### config.mk
export PLATFORM = sky130hd
export DESIGN_NAME = zc_volume_ctrl
export DESIGN_NICKNAME = d
export VERILOG_FILES = /design/src/rtl/zcv_pkg.sv /design/src/rtl/zcv_zero_detect.sv /design/src/rtl/zcv_vol_channel.sv /design/src/rtl/zcv_scaler.sv /design/src/rtl/zc_volume_ctrl.sv
export SDC_FILE = /design/constraint.sdc
export NUM_CORES = 2
export LEC_CHECK = 0
export BUFFER_PORTS_ARGS = -buffer_cell sky130_fd_sc_hd__buf_2
export CAP_MARGIN = 20
export CORE_ASPECT_RATIO = 1.25
export CORE_MARGIN = 8
export CORE_UTILIZATION = 45
export DETAILED_ROUTE_END_ITERATION = 10
export HOLD_SLACK_MARGIN = 0.05
export PLACE_DENSITY = 0.72
export RECOVER_POWER = 25
export REMOVE_ABC_BUFFERS = 1
export SLEW_MARGIN = 30
export SYNTH_ARGS = -nofsm -noshare
export SYNTH_HDL_FRONTEND = slang
export SYNTH_SLANG_ARGS = --single-unit
### constraint.sdc
create_clock -name clk -period 21.2 [get_ports clk]
set_input_delay 1.06 -clock clk [delete_from_list [all_inputs] [get_ports clk]]
set_output_delay 1.06 -clock clk [all_outputs]
set_load 0.03 [all_outputs]
### src/rtl/zcv_pkg.sv
// Shared constants and the fractional gain table for the volume controller.
// Assumes gain fractions are unsigned Q2.14 values below 1.0 dB steps.
package zcv_pkg;
    localparam int GAIN_FRAC_W = 14;   // fraction bits of the table entries
    localparam int HEADROOM_SH = 3;    // +18 dB pre-scale (x8) before shifting
    localparam int CODE_OFFSET = 2;    // code offset so that +18 dB maps to index 0
    localparam int DB_PER_SHIFT = 6;   // one binary shift per 6 dB

    localparam logic [1:0] ADDR_VOL_L = 2'd0;
    localparam logic [1:0] ADDR_VOL_R = 2'd1;
    localparam logic [1:0] ADDR_CTRL  = 2'd2;

    localparam int CTRL_GMUTE  = 0;
    localparam int CTRL_ZCMODE = 1;
    localparam int CTRL_MTIME  = 2;

    // Attenuation of 0..5 dB expressed as a Q14 multiplier.
    function automatic logic [15:0] frac_gain(input logic [2:0] rem);
        case (rem)
            3'd0:    frac_gain = 16'd16384;
            3'd1:    frac_gain = 16'd14604;
            3'd2:    frac_gain = 16'd13014;
            3'd3:    frac_gain = 16'd11599;
            3'd4:    frac_gain = 16'd10338;
            default: frac_gain = 16'd9213;
        endcase
    endfunction
endpackage

### src/rtl/zcv_zero_detect.sv
// Per-channel zero-crossing detector.
// Flags a valid sample that is exactly zero or whose sign differs from the
// previous valid sample; the remembered sign starts non-negative at reset.
module zcv_zero_detect #(
    parameter int DATA_W = 16
) (
    input  logic              clk,
    input  logic              rst_n,
    input  logic              valid,
    input  logic [DATA_W-1:0] sample,
    output logic              zc
);
    logic prev_neg;

    // Crossing flag for the current sample, qualified by valid.
    always_comb begin
        zc = valid && ((sample == '0) || (sample[DATA_W-1] != prev_neg));
    end

    // Remember the sign of the last valid sample.
    always_ff @(posedge clk) begin
        if (!rst_n)     prev_neg <= 1'b0;
        else if (valid) prev_neg <= sample[DATA_W-1];
    end
endmodule

### src/rtl/zcv_vol_channel.sv
// Per-channel volume state: active code, pending code and timed mute flag.
// Decides which code and mute state apply to the sample in this cycle.
// Assumes zc is already qualified with the sample valid strobe.
module zcv_vol_channel #(
    parameter int CODE_W    = 8,
    parameter int MUTE_CODE = 88
) (
    input  logic              clk,
    input  logic              rst_n,
    input  logic              wr_hit,
    input  logic [CODE_W-1:0] wr_code,
    input  logic              zc_mode,
    input  logic              mute_timing,
    input  logic              gmute,
    input  logic              zc,
    output logic [CODE_W-1:0] eff_code,
    output logic              eff_mute
);
    localparam logic [CODE_W-1:0] MUTE_C = CODE_W'(MUTE_CODE);

    logic [CODE_W-1:0] cur_code;
    logic [CODE_W-1:0] pend_code;
    logic              pend_v;
    logic              mute_flag;
    logic              wr_is_mute;

    // Code and mute seen by the current sample.
    always_comb begin
        wr_is_mute = (wr_code >= MUTE_C);
        eff_code   = (zc && pend_v) ? pend_code : cur_code;
        eff_mute   = mute_timing ? (zc ? gmute : mute_flag) : gmute;
    end

    // Volume update: writes take priority over a crossing commit.
    always_ff @(posedge clk) begin
        if (!rst_n) begin
            cur_code  <= MUTE_C;
            pend_code <= MUTE_C;
            pend_v    <= 1'b0;
        end else if (wr_hit) begin
            if (!zc_mode || wr_is_mute) begin
                cur_code <= wr_code;
                pend_v   <= 1'b0;
            end else begin
                if (pend_v) cur_code <= pend_code;
                pend_code <= wr_code;
                pend_v    <= 1'b1;
            end
        end else if (zc && pend_v) begin
            cur_code <= pend_code;
            pend_v   <= 1'b0;
        end
    end

    // Channel mute follows general mute at once or at a crossing.
    always_ff @(posedge clk) begin
        if (!rst_n)                  mute_flag <= 1'b0;
        else if (!mute_timing || zc) mute_flag <= gmute;
    end
endmodule

### src/rtl/zcv_scaler.sv
// Combinational gain: x8 pre-scale, Q14 fraction for the dB remainder,
// arithmetic right shift per 6 dB, then saturation to the sample width.
// Mute or a mute code forces zero.
module zcv_scaler #(
    parameter int DATA_W    = 16,
    parameter int CODE_W    = 8,
    parameter int MUTE_CODE = 88
) (
    input  logic [DATA_W-1:0] sample,
    input  logic [CODE_W-1:0] code,
    input  logic              mute,
    output logic [DATA_W-1:0] result
);
    import zcv_pkg::*;

    localparam int PW = DATA_W + 16 + HEADROOM_SH + 1;
    localparam logic signed [PW-1:0] MAX_V = PW'((64'sd1 <<< (DATA_W - 1)) - 1);
    localparam logic signed [PW-1:0] MIN_V = -PW'(64'sd1 <<< (DATA_W - 1));
    localparam logic [CODE_W-1:0] MUTE_C = CODE_W'(MUTE_CODE);

    logic [CODE_W:0]        att;
    logic [2:0]             rem;
    logic [CODE_W:0]        shf;
    logic signed [PW-1:0]   xs;
    logic signed [PW-1:0]   gs;
    logic signed [PW-1:0]   prod;
    logic signed [PW-1:0]   shifted;

    // Split the attenuation into a shift count and a fractional index.
    always_comb begin
        att = {1'b0, code} + (CODE_W + 1)'(CODE_OFFSET);
        rem = 3'(att % (CODE_W + 1)'(DB_PER_SHIFT));
        shf = att / (CODE_W + 1)'(DB_PER_SHIFT);
    end

    // Multiply, shift down and saturate.
    always_comb begin
        xs      = {{(PW - DATA_W){sample[DATA_W-1]}}, sample};
        gs      = {{(PW - 16){1'b0}}, frac_gain(rem)};
        prod    = (xs * gs) <<< HEADROOM_SH;
        shifted = prod >>> (shf + (CODE_W + 1)'(GAIN_FRAC_W));
        if (mute || (code >= MUTE_C)) result = '0;
        else if (shifted > MAX_V)     result = MAX_V[DATA_W-1:0];
        else if (shifted < MIN_V)     result = MIN_V[DATA_W-1:0];
        else                          result = shifted[DATA_W-1:0];
    end
endmodule

### src/rtl/zc_volume_ctrl.sv
// Stereo volume controller with zero-crossing synchronized gain and mute.
// Holds the control register, instantiates one detector, state channel and
// scaler per side, and registers the scaled pair one cycle after the input.
module zc_volume_ctrl #(
    parameter int DATA_W    = 16,
    parameter int CODE_W    = 8,
    parameter int MUTE_CODE = 88
) (
    input  logic              clk,
    input  logic              rst_n,
    input  logic              wr_en,
    input  logic [1:0]        wr_addr,
    input  logic [CODE_W-1:0] wr_data,
    input  logic              in_valid,
    input  logic [DATA_W-1:0] in_left,
    input  logic [DATA_W-1:0] in_right,
    output logic              out_valid,
    output logic [DATA_W-1:0] out_left,
    output logic [DATA_W-1:0] out_right
);
    import zcv_pkg::*;

    localparam int NCH = 2;

    logic              gmute_q;
    logic              zcmode_q;
    logic              mtime_q;
    logic [DATA_W-1:0] smp    [NCH];
    logic [DATA_W-1:0] scaled [NCH];

    assign smp[0] = in_left;
    assign smp[1] = in_right;

    // Control register: general mute, zero-crossing mode, mute timing.
    always_ff @(posedge clk) begin
        if (!rst_n) begin
            gmute_q  <= 1'b0;
            zcmode_q <= 1'b0;
            mtime_q  <= 1'b0;
        end else if (wr_en && (wr_addr == ADDR_CTRL)) begin
            gmute_q  <= wr_data[CTRL_GMUTE];
            zcmode_q <= wr_data[CTRL_ZCMODE];
            mtime_q  <= wr_data[CTRL_MTIME];
        end
    end

    for (genvar ch = 0; ch < NCH; ch++) begin : g_ch
        logic              zc;
        logic [CODE_W-1:0] code;
        logic              mute;

        zcv_zero_detect #(.DATA_W(DATA_W)) u_zd (
            .clk(clk), .rst_n(rst_n), .valid(in_valid),
            .sample(smp[ch]), .zc(zc)
        );

        zcv_vol_channel #(.CODE_W(CODE_W), .MUTE_CODE(MUTE_CODE)) u_vc (
            .clk(clk), .rst_n(rst_n),
            .wr_hit(wr_en && (wr_addr == 2'(ch))),
            .wr_code(wr_data), .zc_mode(zcmode_q),
            .mute_timing(mtime_q), .gmute(gmute_q), .zc(zc),
            .eff_code(code), .eff_mute(mute)
        );

        zcv_scaler #(.DATA_W(DATA_W), .CODE_W(CODE_W), .MUTE_CODE(MUTE_CODE)) u_sc (
            .sample(smp[ch]), .code(code), .mute(mute), .result(scaled[ch])
        );
    end

    // Output register: capture the scaled pair on each valid input.
    always_ff @(posedge clk) begin
        if (!rst_n) begin
            out_valid <= 1'b0;
            out_left  <= '0;
            out_right <= '0;
        end else begin
            out_valid <= in_valid;
            if (in_valid) begin
                out_left  <= scaled[0];
                out_right <= scaled[1];
            end
        end
    end
endmodule

Word level (Yosys, flattened, before mapping)
Cells that the tools add are included.
{"block": "word_totals", "input_bits": 46, "regBits": 74, "output_inout_bits": 33}
{"block": "classes", "reduce_logical": 25, "addsub": 4, "n_eq_ne": 14, "n_mux": 25, "shift": 2, "mul": 2, "bitwise": 1, "n_div": 4, "order_cmp": 7}
{"cell": "case mux 15 bit (5 select lines)", "n": 2}
{"cell": "two-way mux 16 bit", "n": 6}
{"cell": "> comparator 36 x 16 -> 1 bit (second input constant)", "n": 2}
{"cell": "less-than comparator 36 x 16 -> 1 bit (second input constant)", "n": 2}
{"cell": ">>> shifter 36 x 9 -> 36 bit", "n": 2}
{"cell": "multiplier 16 x 16 -> 32 bit", "n": 2}
{"cell": "two-way mux 8 bit", "n": 8}
{"cell": "logical NOT 16 bit", "n": 2}
{"cell": ">= comparator 8 x 7 -> 1 bit (second input constant)", "n": 3}
{"cell": "adder 8 x 2 -> 9 bit (second input constant)", "n": 2}
{"cell": "adder 9 x 4 -> 9 bit (second input constant)", "n": 2}
{"cell": "divider 9 x 3 -> 9 bit (second input constant)", "n": 2}
{"cell": "remainder unit 9 x 3 -> 9 bit (second input constant)", "n": 2}
{"cell": "== test 3 x 2 -> 1 bit (second input constant)", "n": 4}
{"cell": "two-way mux 1 bit", "n": 9}
{"cell": "logical AND 1 bit", "n": 7}
{"cell": "logical OR 1 bit", "n": 7}
{"cell": "== test 3 x 1 -> 1 bit (second input constant)", "n": 2}
{"cell": "== test 3 bit (second input constant)", "n": 2}
{"cell": "logical NOT 3 bit", "n": 2}
{"cell": "!= test 3 bit (second input constant)", "n": 2}
{"cell": "AND reduction 2 bit", "n": 2}
{"cell": "nonzero test 2 bit", "n": 2}
{"cell": "== test 2 x 1 -> 1 bit (second input constant)", "n": 1}
{"cell": "5 further kinds", "n": 7}

Depth between registers and ports, before layout
{"block": "logic_depth", "word_depth": 15, "ltp_mapped": 72, "depth_no_buf": 62}

Modules after synthesis
From an unflattened synthesis, not the netlist that was laid out.
{"block": "unflattened", "hier_cells": 3553, "hier_area_um2": 29653.4}
{"module": "zcv_scaler (g_ch[1].u_sc)", "cells_per_inst": 1589, "n_inst": 1, "area_each_um2": 13041.3, "seq_area_each_um2": 0.0}
{"module": "zcv_scaler (g_ch[0].u_sc)", "cells_per_inst": 1590, "n_inst": 1, "area_each_um2": 13016.2, "seq_area_each_um2": 0.0}
{"module": "zcv_vol_channel", "cells_per_inst": 116, "n_inst": 2, "area_each_um2": 992.2, "seq_area_each_um2": 360.3}
{"module": "zc_volume_ctrl", "cells_per_inst": 122, "n_inst": 1, "area_each_um2": 1418.9, "seq_area_each_um2": 720.7}
{"module": "zcv_zero_detect", "cells_per_inst": 10, "n_inst": 2, "area_each_um2": 96.3, "seq_area_each_um2": 20.0}

Worst setup path before layout
Ideal clock, no wire load.
{"block": "synth_timing", "path_kind": "input-to-reg", "start": "input port in_right[1]", "end": "register out_right[12]", "setup_ps": 122, "path_stages": 69, "t_arrival_ps": 17349, "n_path_buf": 12, "path_slack_ps": 3729, "required_time_ps": 21078, "path_cell_list": "buf_2 > or4_4 > o41a_4 > nor2_4 > clkbuf_1 > mux2i_1 > inv_1 > ha_1 > clkbuf_1 > inv_1 > nand4_1 > o221ai_1 > a21o_2 > buf_6 > or2_4 > xnor2_1 > a221oi_2 > xnor2_2 > (+33 left out) > o311ai_0 > a31oi_1 > a211o_1 > o211ai_1 > a21oi_1 > nor2b_1 > o31ai_1 > xor2_1 > nor3_1 > o211ai_1 > nand2_1 > mux2_2 > o21a_1 > or4_1 > o41ai_1 > a31oi_1 > buf_6 > o311a_1"}
{"block": "synth_between", "elab_chain_len": 15}
{"element": "start: declaration", "line_no": "zc_volume_ctrl.sv:16", "rtl": "input logic [DATA_W-1:0] in_right,"}
{"element": "logical NOT 16 bit", "line_no": "zcv_zero_detect.sv:17", "rtl": "zc = valid && ((sample == '0) || (sample[DATA_W-1] != prev_neg));"}
{"element": "logical OR 1 bit", "line_no": "zcv_zero_detect.sv:17"}
{"element": "logical AND 1 bit", "line_no": "zcv_zero_detect.sv:17"}
{"element": "logical AND 1 bit", "line_no": "zcv_vol_channel.sv:30", "rtl": "eff_code = (zc && pend_v) ? pend_code : cur_code;"}
{"element": "two-way mux 8 bit"}
{"element": "adder 8 x 2 -> 9 bit", "line_no": "zcv_scaler.sv:31", "rtl": "att = {1'b0, code} + (CODE_W + 1)'(CODE_OFFSET);"}
{"element": "remainder unit 9 x 3 -> 9 bit", "line_no": "zcv_scaler.sv:32", "rtl": "rem = 3'(att % (CODE_W + 1)'(DB_PER_SHIFT));"}
{"element": "== test 3 bit (tied with other cells)", "line_no": "zcv_pkg.sv:19", "rtl": "case (rem)"}
{"element": "case mux 15 bit (5 select lines)", "line_no": "zcv_pkg.sv:19"}
{"element": "multiplier 16 x 16 -> 32 bit", "line_no": "zcv_scaler.sv:40", "rtl": "prod = (xs * gs) <<< HEADROOM_SH;"}
{"element": ">>> shifter 36 x 9 -> 36 bit", "line_no": "zcv_scaler.sv:41", "rtl": "shifted = prod >>> (shf + (CODE_W + 1)'(GAIN_FRAC_W));"}
{"element": "less-than comparator 36 x 16 -> 1 bit", "line_no": "zcv_scaler.sv:44", "rtl": "else if (shifted < MIN_V) result = MIN_V[DATA_W-1:0];"}
{"element": "two-way mux 16 bit", "line_no": "zcv_scaler.sv:44"}
{"element": "two-way mux 16 bit", "line_no": "zcv_scaler.sv:43", "rtl": "else if (shifted > MAX_V) result = MAX_V[DATA_W-1:0];"}
{"element": "two-way mux 16 bit *", "line_no": "zcv_scaler.sv:42", "rtl": "if (mute || (code >= MUTE_C)) result = '0;"}
{"element": "end signal: assignment", "line_no": "zc_volume_ctrl.sv:80", "rtl": "out_right <= scaled[1];"}
{"element": "end: declaration", "line_no": "zc_volume_ctrl.sv:19", "rtl": "output logic [DATA_W-1:0] out_right"}
Mark *: on every way between the ends. The rest lies on a longest branch, timed or not.
A chain may end at the register's enable or synchronous reset.

Worst setup path in the final report
{"block": "layout_timing", "start": "input port in_right[15]", "end": "register out_right[4]"}
{"block": "layout_between", "elab_chain_len": 15}
{"element": "logical NOT 16 bit or != test 1 bit (tied branches)", "line_no": "zcv_zero_detect.sv:17"}
{"element": "logical OR 1 bit", "line_no": "zcv_zero_detect.sv:17"}
{"element": "logical AND 1 bit", "line_no": "zcv_zero_detect.sv:17"}
{"element": "logical AND 1 bit", "line_no": "zcv_vol_channel.sv:30"}
{"element": "two-way mux 8 bit"}
{"element": "adder 8 x 2 -> 9 bit", "line_no": "zcv_scaler.sv:31"}
{"element": "remainder unit 9 x 3 -> 9 bit", "line_no": "zcv_scaler.sv:32"}
{"element": "== test 3 bit (tied with other cells)", "line_no": "zcv_pkg.sv:19"}
{"element": "case mux 15 bit (5 select lines)", "line_no": "zcv_pkg.sv:19"}
{"element": "multiplier 16 x 16 -> 32 bit", "line_no": "zcv_scaler.sv:40"}
{"element": ">>> shifter 36 x 9 -> 36 bit", "line_no": "zcv_scaler.sv:41"}
{"element": "less-than comparator 36 x 16 -> 1 bit", "line_no": "zcv_scaler.sv:44"}
{"element": "two-way mux 16 bit", "line_no": "zcv_scaler.sv:44"}
{"element": "two-way mux 16 bit", "line_no": "zcv_scaler.sv:43"}
{"element": "two-way mux 16 bit *", "line_no": "zcv_scaler.sv:42"}
Marked as above.

==> impl.org <==
** Global route
- GRT Resource Usage Total :: 23.27%
- Via count of the first global-routing pass :: 26.78k
- Initial antenna violation count :: 0
- The first global-routing pass estimated 141800 microns of wire.
- Total congestion overflow after global routing :: 0
- Entering global routing, the biggest net connects 60 pins.

** Clock tree
- Number of sinks on the clock net :: 74
- Clock Latency Late Sink :: 0.35 ns
- Clock-pin slew on the worst setup and hold paths :: 0.07 ns
- Clock tree buffer depth :: 2
- CTS buffer count :: 9
- TritonCTS built the clock tree.
- The clock tree synthesis step divided the H-tree into 3 levels.
- CTS placed an instance of sky130_fd_sc_hd__clkbuf_16 at the clock tree root.

** Timing
- Final Cycle Share :: 94.02%
- Unrepaired setup endpoints after global routing :: no
- On the final layout, the worst clock skew is 0.01111 ns.
- After layout, the minimum clock period comes to 19.93 ns.
- Post-route worst hold slack :: 0.5041 ns
- The final max-slew violation count was 56.
- Highest clock frequency the design can meet :: 50.17 MHz
- The number of hold violations in the final report was 0.
- After routing, the total negative slack on setup checks comes to 0 ns.
- Worst Tran Pin Value :: 2.581 ns
- Setup violations remaining at the end of the flow were counted as 0.
- The worst pin sits at a relative slew slack of -72.06%.

** Layout
- Net count, final :: 4288
- Relative to the synthesized area, the layout overhead comes to 4.431%.
- The finished cells cover 31080 sq um.
- Leading cell types in the layout, fill and taps excluded :: sky130_fd_sc_hd__inv_1 (633), sky130_fd_sc_hd__fa_1 (488), sky130_fd_sc_hd__nand2_1 (397)
- Number of diodes :: 0
- The library cell used most frequently in the layout, excluding fill and tap cells, is sky130_fd_sc_hd__inv_1.
- In the final layout, the share of cells above drive strength 1 is 7.177%.

** Routing
- For this block, the via count after detailed routing is 25.68k.
- In this run the remaining antenna-violating nets after routing total 0.
- Total Routed Length :: 85970 microns
- For this run, design rule violations remaining after detail routing come to 0.
- Average wire per standard cell :: 19.38 microns
- Ratio of routed vias to standard cells :: 5.787
- Before antenna repair, the detailed router went through 6 iterations.
- In this run, the number of DRC markers left after iteration 0 of detailed routing was 1922.

** Worst hold path
- The tightest min-delay check is of the flip-flop to flip-flop type.

** Logic synthesis
- Async S/R FF share, synth :: 0%
- After Yosys synthesis, XOR and XNOR cells account for 2.850% of the synthesized area.
- Post-synthesis adder-cell area fraction :: 40.46%
- Synthesized-area fraction occupied by and/or/nand/nor cells :: 18.22%
- Largest family of logic cells by synthesized area :: adder cells
- The synthesized netlist devotes 15.37% of its cell area to compound gates.
- Share of the yosys chip area belonging to registers :: 4.977%
- Most instantiated flip-flop cell in the synthesis netlist :: sky130_fd_sc_hd__dfxtp_1
- Count of flip-flops with a built-in enable after synthesis :: 0
- Counting distinct cell types in the post-synthesis netlist gives 117.
- During synthesis, Yosys emitted a total of 0 warnings.
- After technology mapping, the gate count stands at 3628.
- Yosys reg bits :: 74
- Mux contribution to synthesized area :: 7.449%
- Area of the mapped netlist :: 29760 sq um
- Synthesized area divided by synthesized cell count :: 8.204 sq um

** Job
- Max-cap violations in this run came to 1.

** Setup path
- STA classifies the critical path startpoint as an input port.
- Arrival time of data at the critical path endpoint :: 20.16 ns
- Crit path max-delay family :: compound AO/OA/AOI/OAI gates
- The worst setup path is captured at a flip-flop.
- Counting both buffers and inverters, the worst setup path holds a total of 6.
- Slowest cell on crit path :: sky130_fd_sc_hd__or4b_1
- The worst setup path is of the input port to flip-flop kind.
- Biggest fanout along the worst timing path :: 41
- The largest single stage delay on the critical path is 0.91 ns.
- Required time worst endpoint :: 21.43 ns
- The cell that appears most often on the critical path is sky130_fd_sc_hd__fa_1.

** Floorplan
- Floorplan die area :: 74680 sq um
- Die width :: 246.0 microns
- CORE AREA :: 65560 sq um
- Row Count :: 105
- Top Ports :: 79
- The initial utilization of the core area, before any placement, comes to 45.40%.
- From bottom edge to top edge, the die measures 303.5 microns.

** Status
- Violated checks :: capacitance limit, slew limit
- The run finished, with violations left.

** Place
- Once placement finished, the instance area stood at 30780 sq um.
- Port-buffer cells :: 78
- At the end of routability-driven placement, the weighted congestion stood at 0.9761.
- The HPWL after detailed placement is 71640 microns.
[synthesized netlist by cell type, types with 16 or more instances]
cell | n | area share [%]
sky130_fd_sc_hd__a31oi_1 | 22 | 0.46
sky130_fd_sc_hd__buf_2 | 35 | 0.59
sky130_fd_sc_hd__nand4_1 | 23 | 0.48
sky130_fd_sc_hd__inv_1 | 633 | 8.0
sky130_fd_sc_hd__nor2_1 | 214 | 2.7
sky130_fd_sc_hd__nor2b_1 | 41 | 0.86
sky130_fd_sc_hd__fa_1 | 490 | 33
sky130_fd_sc_hd__mux2i_1 | 148 | 5.0
sky130_fd_sc_hd__nand3_1 | 79 | 1.3
sky130_fd_sc_hd__xor2_1 | 24 | 0.71
sky130_fd_sc_hd__and2_1 | 141 | 3.0
sky130_fd_sc_hd__a211oi_1 | 39 | 0.98
sky130_fd_sc_hd__a21o_1 | 28 | 0.71
sky130_fd_sc_hd__clkbuf_1 | 121 | 1.5
sky130_fd_sc_hd__or2_2 | 30 | 0.63
sky130_fd_sc_hd__a21oi_1 | 171 | 2.9
sky130_fd_sc_hd__nand2_1 | 397 | 5.0
sky130_fd_sc_hd__xnor2_1 | 71 | 2.1
sky130_fd_sc_hd__mux2_2 | 26 | 0.98
sky130_fd_sc_hd__and3_1 | 35 | 0.74
sky130_fd_sc_hd__ha_1 | 176 | 7.4
sky130_fd_sc_hd__o22ai_1 | 17 | 0.36
sky130_fd_sc_hd__dfxtp_1 | 74 | 5.0
sky130_fd_sc_hd__nor3_1 | 56 | 0.94
sky130_fd_sc_hd__o211ai_1 | 31 | 0.78
sky130_fd_sc_hd__o21ai_0 | 124 | 2.1
sky130_fd_sc_hd__or3_1 | 16 | 0.34
sky130_fd_sc_hd__o311a_1 | 32 | 1.1
sky130_fd_sc_hd__o21a_1 | 24 | 0.61
[routing by layer]
layer	track usage (%)	wire [microns]	share of wire (%)
met1	27.55	33100	38
met2	41.45	43430	51
met3	3.502	5233	6.1
met4	10.11	4210	4.9
met5	0	0	0
[stage by stage]
step | setup slack (ns) | cells | util (%)
5_1_grt | 0.1776 | 4437 | 47.41
2_1_floorplan | 2.281 | 3447 | -
3_5_place_dp | 0.9067 | 4421 | 46.95
3_3_place_gp | 1.126 | 4421 | 46.95
4_1_cts | 1.167 | 4437 | 47.42
6_report | 1.267 | 4437 | 47.41
[logic make-up after synthesis]
kind of cell | after synthesis
XOR/XNOR | 96
AND/OR/NAND/NOR | 1115
buffers and inverters | 815
flip-flops | 74
adder cells (fa/ha/maj) | 669
AO/OA/AOI/OAI | 662
multiplexers | 197
[sequential cells by signal (all words and copies together), names as in the netlist]
name                 cells
g_ch.u_vc.cur_code      16
mtime_q                  1
g_ch.u_vc.pend_v         2
g_ch.u_vc.mute_flag      2
gmute_q                  1
out_right               16
out_valid                1
out_left                16
zcmode_q                 1
g_ch.u_vc.pend_code     16
g_ch.u_zd.prev_neg       2
[layout make-up]
type	instances	area (sq um)
multi-input cells	2739	25180
fillers	6389	34470
flip-flops and latches	74	1481
clock inverters	7	83.83
repair buffers	118	660.6
clock buffers	9	225.2
well taps	856	1071
inverters	634	2380
[final timing paths]
| kind | start | to | slack [ns] | cells after the start |
|---|---|---|---|---|
| max | in_right[15] | out_right[4] | 1.27 | 56 |
| min | g_ch[1].u_vc.mute_flag | g_ch[1].u_vc.mute_flag | 0.50 | 2 |
| max reg2reg | g_ch[1].u_vc.pend_v | out_right[4] | 2.47 | 54 |
| min reg2reg | g_ch[1].u_vc.mute_flag | g_ch[1].u_vc.mute_flag | 0.50 | 2 |
[repair_timing]
item,4_1_cts,5_1_grt
resized for setup,0,2
setup endpoints to repair,0,15
hold buffers,0,0
buffers inserted,0,0
[tightest hold or removal path: stages (launching register included)]
cell                      delay, ns
sky130_fd_sc_hd__dfxtp_1       0.31
sky130_fd_sc_hd__mux2i_1       0.08
sky130_fd_sc_hd__nor2_1        0.08
Power is left out: the tool's default activity adds up to more than one toggle a clock period on the data nets, which glitch-free logic cannot reach.
